===== config.mk =====
export PLATFORM = sky130hd
export DESIGN_NAME = mini_uart_regs
export DESIGN_NICKNAME = d
export VERILOG_FILES = /design/src/rtl/mu_pkg.sv /design/src/rtl/mu_rx_fifo.sv /design/src/rtl/mu_irq_ctrl.sv /design/src/rtl/mu_rd_mux.sv /design/src/rtl/mini_uart_regs.sv
export SDC_FILE = /design/constraint.sdc
export NUM_CORES = 1
export LEC_CHECK = 0
export CAP_MARGIN = 40
export CORE_MARGIN = 2
export CORE_UTILIZATION = 45
export CTS_CLUSTER_SIZE = 28
export DETAILED_ROUTE_END_ITERATION = 6
export PLACE_DENSITY = 0.73
export SYNTH_ARGS = -nofsm -noshare
export SYNTH_HDL_FRONTEND = slang
export SYNTH_SLANG_ARGS = --single-unit

===== constraint.sdc =====
create_clock -name clk -period 4.3 [get_ports clk]
set_input_delay 0.645 -clock clk [delete_from_list [all_inputs] [get_ports clk]]
set_output_delay 0.645 -clock clk [all_outputs]
set_load 0.005 [all_outputs]

===== src/rtl/mu_pkg.sv =====
package mu_pkg;

   localparam int unsigned MU_DW   = 32;
   localparam int unsigned MU_BW   = 8;
   localparam int unsigned MU_OFFW = 8;

   // Register window layout (byte offsets inside the 256-byte window)
   typedef enum logic [MU_OFFW-1:0] {
      MU_OFF_IRQSUM = 8'h00,
      MU_OFF_ENA    = 8'h04,
      MU_OFF_DATA   = 8'h40,
      MU_OFF_IEN    = 8'h44,
      MU_OFF_IID    = 8'h48,
      MU_OFF_LCTL   = 8'h4C,
      MU_OFF_MCTL   = 8'h50,
      MU_OFF_LSTAT  = 8'h54,
      MU_OFF_MSTAT  = 8'h58,
      MU_OFF_SCR    = 8'h5C,
      MU_OFF_XCTL   = 8'h60,
      MU_OFF_XSTAT  = 8'h64,
      MU_OFF_BAUD   = 8'h68
   } mu_off_e;

   // Fixed read constants
   localparam logic [MU_BW-1:0]  MU_IEN_FIX   = 8'hC0;
   localparam logic [MU_BW-1:0]  MU_IID_FIX   = 8'hC0;
   localparam logic [MU_BW-1:0]  MU_LSTAT_FIX = 8'h60;
   localparam logic [15:0]       MU_XSTAT_FIX = 16'h030E;
   localparam logic [MU_DW-1:0]  MU_XCTL_VAL  = 32'h3;
   localparam logic [MU_DW-1:0]  MU_ENA_VAL   = 32'h1;

   // Interrupt enable / pending bit positions
   localparam int unsigned MU_SRC_RX = 0;
   localparam int unsigned MU_SRC_TX = 1;

   typedef struct packed {
      logic irqsum;
      logic ena;
      logic data;
      logic ien;
      logic iid;
      logic lstat;
      logic xctl;
      logic xstat;
   } mu_sel_t;

   function automatic mu_sel_t mu_decode(input logic [MU_OFFW-1:0] off);
      mu_sel_t s;
      s        = '0;
      s.irqsum = (off == MU_OFF_IRQSUM);
      s.ena    = (off == MU_OFF_ENA);
      s.data   = (off == MU_OFF_DATA);
      s.ien    = (off == MU_OFF_IEN);
      s.iid    = (off == MU_OFF_IID);
      s.lstat  = (off == MU_OFF_LSTAT);
      s.xctl   = (off == MU_OFF_XCTL);
      s.xstat  = (off == MU_OFF_XSTAT);
      return s;
   endfunction

endpackage


===== src/rtl/mu_rx_fifo.sv =====
module mu_rx_fifo
   import mu_pkg::*;
#(
   parameter int unsigned DEPTH = 8,
   localparam int unsigned PTR_W = (DEPTH > 1) ? $clog2(DEPTH) : 1,
   localparam int unsigned CNT_W = $clog2(DEPTH + 1)
) (
   input  logic              clk,
   input  logic              rst,
   input  logic              in_valid,
   input  logic [MU_BW-1:0]  in_byte,
   output logic              in_ready,
   input  logic              flush,
   input  logic              pop_req,
   output logic [MU_BW-1:0]  head_byte,
   output logic [CNT_W-1:0]  fill,
   output logic [PTR_W-1:0]  head_ptr
);

   localparam int unsigned SUM_W = CNT_W + 1;
   localparam bit          POW2  = (DEPTH & (DEPTH - 1)) == 0;

   logic [MU_BW-1:0] slot_q [DEPTH];
   logic [PTR_W-1:0] rd_q;
   logic [CNT_W-1:0] cnt_q;
   logic [PTR_W-1:0] wr_idx;
   logic [PTR_W-1:0] rd_inc;
   logic [SUM_W-1:0] wr_sum;
   logic [SUM_W-1:0] rd_sum;
   logic             push_go;
   logic             pop_go;

   assign wr_sum = SUM_W'(rd_q) + SUM_W'(cnt_q);
   assign rd_sum = SUM_W'(rd_q) + SUM_W'(1);

   // Index wrap: free for power-of-two depths, compare-and-subtract otherwise
   generate
      if (POW2) begin : g_wrap_pow2
         assign wr_idx = wr_sum[PTR_W-1:0];
         assign rd_inc = rd_sum[PTR_W-1:0];
      end else begin : g_wrap_mod
         assign wr_idx = (wr_sum >= SUM_W'(DEPTH)) ? PTR_W'(wr_sum - SUM_W'(DEPTH))
                                                   : PTR_W'(wr_sum);
         assign rd_inc = (rd_sum >= SUM_W'(DEPTH)) ? '0 : PTR_W'(rd_sum);
      end
   endgenerate

   assign in_ready = (cnt_q < CNT_W'(DEPTH)) && !flush;
   assign push_go  = in_valid && in_ready;
   assign pop_go   = pop_req && (cnt_q != '0) && !flush;

   always_ff @(posedge clk) begin
      if (push_go) begin
         slot_q[wr_idx] <= in_byte;
      end
   end

   always_ff @(posedge clk) begin
      if (rst) begin
         rd_q  <= '0;
         cnt_q <= '0;
      end else begin
         if (pop_go) begin
            rd_q <= rd_inc;
         end
         if (flush) begin
            cnt_q <= '0;
         end else if (push_go && !pop_go) begin
            cnt_q <= cnt_q + CNT_W'(1);
         end else if (pop_go && !push_go) begin
            cnt_q <= cnt_q - CNT_W'(1);
         end
      end
   end

   assign head_byte = slot_q[rd_q];
   assign fill      = cnt_q;
   assign head_ptr  = rd_q;

endmodule


===== src/rtl/mu_irq_ctrl.sv =====
module mu_irq_ctrl
   import mu_pkg::*;
#(
   parameter int unsigned NSRC = 2
) (
   input  logic            clk,
   input  logic            rst,
   input  logic            en_we,
   input  logic [NSRC-1:0] en_wdata,
   input  logic            rx_avail,
   output logic [NSRC-1:0] en,
   output logic [NSRC-1:0] pend,
   output logic            irq_o
);

   logic [NSRC-1:0] en_q;
   logic [NSRC-1:0] cond;

   always_ff @(posedge clk) begin
      if (rst) begin
         en_q <= '0;
      end else if (en_we) begin
         en_q <= en_wdata;
      end
   end

   // Per-source raw conditions; the transmit side is always ready
   always_comb begin
      cond            = '0;
      cond[MU_SRC_RX] = rx_avail;
      cond[MU_SRC_TX] = 1'b1;
   end

   generate
      for (genvar g = 0; g < NSRC; g++) begin : g_src
         assign pend[g] = en_q[g] & cond[g];
      end
   endgenerate

   assign en    = en_q;
   assign irq_o = |pend;

endmodule


===== src/rtl/mu_rd_mux.sv =====
module mu_rd_mux
   import mu_pkg::*;
#(
   parameter int unsigned CNT_W = 4,
   parameter int unsigned NSRC  = 2
) (
   input  mu_sel_t           sel,
   input  logic              rd,
   input  logic [CNT_W-1:0]  fill,
   input  logic [MU_BW-1:0]  head_byte,
   input  logic [NSRC-1:0]   en,
   input  logic [NSRC-1:0]   pend,
   output logic [MU_DW-1:0]  rdata
);

   logic             nonempty;
   logic [MU_BW-1:0] iid_w;
   logic [15:0]      cnt_field;

   assign nonempty  = (fill != '0);
   assign cnt_field = 16'(fill);

   always_comb begin
      iid_w    = MU_IID_FIX | (nonempty ? 8'h04 : 8'h02);
      iid_w[0] = (pend == '0);
   end

   always_comb begin
      rdata = '0;
      if (rd) begin
         unique case (1'b1)
            sel.irqsum: rdata = {31'b0, (pend != '0)};
            sel.ena:    rdata = MU_ENA_VAL;
            sel.data:   rdata = {24'b0, head_byte};
            sel.ien:    rdata = {24'b0, MU_IEN_FIX | MU_BW'(en)};
            sel.iid:    rdata = {24'b0, iid_w};
            sel.lstat:  rdata = {24'b0, MU_LSTAT_FIX | {7'b0, nonempty}};
            sel.xctl:   rdata = MU_XCTL_VAL;
            sel.xstat:  rdata = {cnt_field, MU_XSTAT_FIX | {15'b0, nonempty}};
            default:    rdata = '0;
         endcase
      end
   end

endmodule


===== src/rtl/mini_uart_regs.sv =====
module mini_uart_regs
   import mu_pkg::*;
#(
   parameter int unsigned DEPTH  = 8,
   parameter int unsigned ADDR_W = 8,
   localparam int unsigned CNT_W = $clog2(DEPTH + 1),
   localparam int unsigned PTR_W = (DEPTH > 1) ? $clog2(DEPTH) : 1,
   localparam int unsigned NSRC  = 2
) (
   input  logic              clk,
   input  logic              rst,
   input  logic [ADDR_W-1:0] bus_addr,
   input  logic              bus_rd,
   input  logic              bus_wr,
   input  logic [MU_DW-1:0]  bus_wdata,
   output logic [MU_DW-1:0]  bus_rdata,
   input  logic              rx_valid,
   input  logic [MU_BW-1:0]  rx_data,
   output logic              rx_ready,
   output logic              tx_valid,
   output logic [MU_BW-1:0]  tx_data,
   output logic              irq
);

   generate
      if (DEPTH < 2 || DEPTH > 255) begin : g_bad_depth
         $error("mini_uart_regs: DEPTH must lie in 2..255");
      end
      if (ADDR_W < MU_OFFW) begin : g_bad_addr
         $error("mini_uart_regs: ADDR_W must cover the 256-byte window");
      end
      if (CNT_W > 16) begin : g_bad_cnt
         $error("mini_uart_regs: count does not fit the status field");
      end
   endgenerate

   mu_sel_t          sel;
   logic [CNT_W-1:0] fill_cnt;
   logic [PTR_W-1:0] rd_ptr;
   logic [MU_BW-1:0] head_byte;
   logic [NSRC-1:0]  ier;
   logic [NSRC-1:0]  pend;
   logic             flush_cmd;
   logic             pop_cmd;
   logic             ien_we;
   logic             tx_go;
   logic             tx_valid_q;
   logic [MU_BW-1:0] tx_data_q;

   assign sel       = mu_decode(bus_addr[MU_OFFW-1:0]);
   assign flush_cmd = bus_wr && sel.iid && bus_wdata[1];
   assign pop_cmd   = bus_rd && sel.data;
   assign ien_we    = bus_wr && sel.ien;
   assign tx_go     = bus_wr && sel.data;

   mu_rx_fifo #(
      .DEPTH (DEPTH)
   ) i_fifo (
      .clk       (clk),
      .rst       (rst),
      .in_valid  (rx_valid),
      .in_byte   (rx_data),
      .in_ready  (rx_ready),
      .flush     (flush_cmd),
      .pop_req   (pop_cmd),
      .head_byte (head_byte),
      .fill      (fill_cnt),
      .head_ptr  (rd_ptr)
   );

   mu_irq_ctrl #(
      .NSRC (NSRC)
   ) i_irq (
      .clk      (clk),
      .rst      (rst),
      .en_we    (ien_we),
      .en_wdata (bus_wdata[NSRC-1:0]),
      .rx_avail (fill_cnt != '0),
      .en       (ier),
      .pend     (pend),
      .irq_o    (irq)
   );

   mu_rd_mux #(
      .CNT_W (CNT_W),
      .NSRC  (NSRC)
   ) i_rmux (
      .sel       (sel),
      .rd        (bus_rd),
      .fill      (fill_cnt),
      .head_byte (head_byte),
      .en        (ier),
      .pend      (pend),
      .rdata     (bus_rdata)
   );

   always_ff @(posedge clk) begin
      if (rst) begin
         tx_valid_q <= 1'b0;
         tx_data_q  <= '0;
      end else begin
         tx_valid_q <= tx_go;
         if (tx_go) begin
            tx_data_q <= bus_wdata[MU_BW-1:0];
         end
      end
   end

   assign tx_valid = tx_valid_q;
   assign tx_data  = tx_data_q;

endmodule


==> flow_summary.ini <==
[floorplan]
die_h_um = 97.5
design.die.area_mm2 = 0.00951
rows = 34
die_width_um = 97.5
top_level_ports = 96
floorplan.initialDensity = 0.458
coreArea_mm2 = 0.00859

[yosys]
synthArstFlopShare = 0
edff_count_synth = 64
largest_family_of_logic_cells_by_synthesized_area = multiplexers
yosysMostFrequentCell = edfxtp_1
synth_compound_area_frac = 0.0420
synth_seq_cells = 85
synthSimpleGateAreaFrac = 0.119
postSynthCellCount = 278
syn-cell-area_mm2 = 0.00394
synth.cells.most_frequent = edfxtp_1, nor2_1, dfxtp_1
synth-xor-area-share = 0.0200
avgSynthCellArea_um2 = 14.2
ys.warnings.count = 0
post_synth_fa_ha_maj_area_fraction = 0.0261
synthMuxAreaShare = 0.139
ys_dominant_reg_cell = edfxtp_1
synth.yosys.seq_area_share = 0.595
fraction_of_synthesized_cell_area_taken_by_the_top_area_cell_type = 0.488
post_synthesis_cell_type_count = 53
synth.area.top_cells = edfxtp_1, dfxtp_1, mux4_2
synth_top_area_cell = edfxtp_1

[route]
drc = 0
drtPass1Iterations = 4
num_vias = 2406
ant_nets = 0
avg_wl_per_cell_um = 17.1
viasPerCell = 5.30
wirelength_um = 7750
number_of_drc_violations_after_detailed_routing_iteration_0 = 175

[clock_tree]
htree_num_levels = 3
cts_root_buf = clkbuf_8
postCtsResizedCells = 0
ctsHoldBuffers = 0
cts_tree = yes
num_cts_buffers = 9
cts.clk_slew.worst_paths_ns = 0.10
postCtsSetupRepairBufs = 0
latest_clock_arrival_within_the_worst_skew_pair_ns = 0.36
clock_sink_count = 85
ctsLongestPathBuffers = 2

[placement]
gp_congestion = 0.885
io_buffers = 53
postPlaceCellArea_mm2 = 0.00455
detailed_place_hpwl_um = 5480

[grt]
grt_first_pass_wirelength_um = 12300
gr-usage-all-layers = 0.168
globalRouteOverflowTotal = 0
grt_start_max_net_pins = 19
grt_pass1_vias = 2356
grt_antenna_before_repair = 0

[layout]
antenna_cells = 0
final_nets = 401
area_growth_syn_to_layout_pct = 20.7
utilization = 0.553
final_cell_area_mm2 = 0.00475
final_layout_size_suffix_gt1_frac = 0.165

[worst_hold_path]
hold_depth = 2
type_of_the_tightest_min_delay_check = flop to flop
worst_case_hold_path_end_point = tx_data[6]$_SDFFE_PP0P_
timing.hold.worst.start = tx_data[6]$_SDFFE_PP0P_

[setup_path]
cp.arrival_ns = 3.01
slowest_delay_ns = 0.54
worstSetupEndpointType = output pin
worstReg2RegEnd = i_fifo.fill[3]$_SDFFE_PP0P_
worstRegToRegCells = 10
crit_path_start_kind = input pin
critical_path.max_fanout = 7
crit_chain = clkdlybuf4s50_1 > nor3_1 > nand3_1 > nor3_1 > o21ai_0 > a41oi_1 > clkdlybuf4s50_1
worst-r2r-setup-slack_ns = 1.47
critical_path.slowest_cell = clkdlybuf4s50_1
r2r-start = i_fifo.fill[0]$_SDFFE_PP0P_
cp.required_ns = 3.65
worst-setup-path-type = input pin to output pin

[sta]
rsz_0062_raised_after_global_routing = false
final.period_utilization = 0.850
timing_max_transition_violations_final = 0
timing_worst_slew_pin_value_ns = 0.557
fmaxAchievable_mhz = 274
fin_tns_setup_ns = 0
fin_skew_ns = 0.00820
setup_viol_count_final = 0
final_period_minus_worst_setup_slack_ns = 3.66
max_slew_margin = 0.627
hold_viol_final = 0
timing.hold.ws_ns = 0.500

[pwr]
ir_worst_vdd_v = 0.000289
internal_power_mw = 1.32
p_per_area_mw_per_mm2 = 389
seqPwrFrac = 0.532
fraction_of_power_spent_switching_nets = 0.285
switching_power_mw = 0.526
fraction_of_power_consumed_by_combinational_cells = 0.166
design_power_total_mw = 1.85
clock_power_share = 0.302
leak_pwr_nw = 1.66

[flow_run]
drv.max_cap_violation_count = 0

[run_status]
run_status = completed
## cell usage in the layout, fill, tap and decap left out, types with 7 or more instances in the layout
cell	n
mux4_2	16
clkbuf_8	9
nor3_1	7
buf_4	14
mux2i_1	14
clkdlybuf4s50_1	53
conb_1	18
edfxtp_1	64
nor2_1	32
a21oi_1	7
dfxtp_1	21
nand2_1	8
## power groups by stage
stage | clock network (mW) | logic, mW | registers [mW]
4_1_cts | 0.570 | 0.309 | 0.985
3_3_place_gp | 0 | 0.299 | 1.00
3_5_place_dp | 0 | 0.307 | 1.00
5_1_grt | 0.605 | 0.338 | 0.992
2_1_floorplan | 0 | 0.214 | 0.993
6_report | 0.558 | 0.308 | 0.984
## kinds of logic (layout without fill, tap and decap cells)
kind of cell	count (synthesis)	after routing
AO/OA/AOI/OAI	24	24
adder cells (fa/ha/maj)	7	7
other	1	18
flip-flops	85	85
AND/OR/NAND/NOR	83	83
XOR/XNOR	9	9
multiplexers	34	34
buffers and inverters	35	86
## sequential cells by signal, indices dropped and copies added (netlist names), named ones only
| signal | cells |
|---|---|
| tx_data | 8 |
| i_fifo.fill | 4 |
| tx_valid | 1 |
| i_fifo.head_ptr | 3 |
| i_irq.en | 2 |
| i_fifo.slot_q | 64 |
## area by class of cell
type,count,area (um2)
well taps,108,135
clock buffers,9,124
multi-input cells,175,1430
fillers,677,3840
repair buffers,67,636
flip-flops and latches,85,2340
clock inverters,7,75.1
inverters,3,11.3
## worst max-delay path by stage
stage           startpoint                     endpoint  slack [ns]  depth (start not counted)
2_1_floorplan  bus_addr[4]  i_fifo.fill[3]$_SDFFE_PP0P_        1.19                         12
3_3_place_gp   bus_addr[4]  i_fifo.fill[3]$_SDFFE_PP0P_        0.51                         12
3_5_place_dp   bus_addr[6]  i_fifo.fill[3]$_SDFFE_PP0P_        0.49                         12
4_1_cts        bus_addr[6]                 bus_rdata[0]        0.65                          6
5_1_grt        bus_addr[3]                 bus_rdata[2]        0.48                          8
6_report       bus_addr[3]                 bus_rdata[0]        0.64                          7
## metal layers
layer	up-vias	wire length (um)	track usage	part of all wire
li1	1126	-	-	-
met1	1169	3380	0.221	0.44
met2	100	3790	0.276	0.49
met3	11	517	0.0432	0.067
met4	0	74	0.0534	0.0095
met5	-	0	0	0
## per-stage QoR
stage,worst slack [ns],instances
after detailed placement,0.489,438
after global placement,0.512,438
final,0.644,454
after floorplan,1.19,295
after CTS,0.653,454
after global routing,0.481,454
## worst max-delay path: cells and delay by family
family	cells	cell delay, ns
AO/OA/AOI/OAI	2	0.45
buffers and inverters	2	1.07
AND/OR/NAND/NOR	3	0.84
Power figures use the tool's default switching activity.
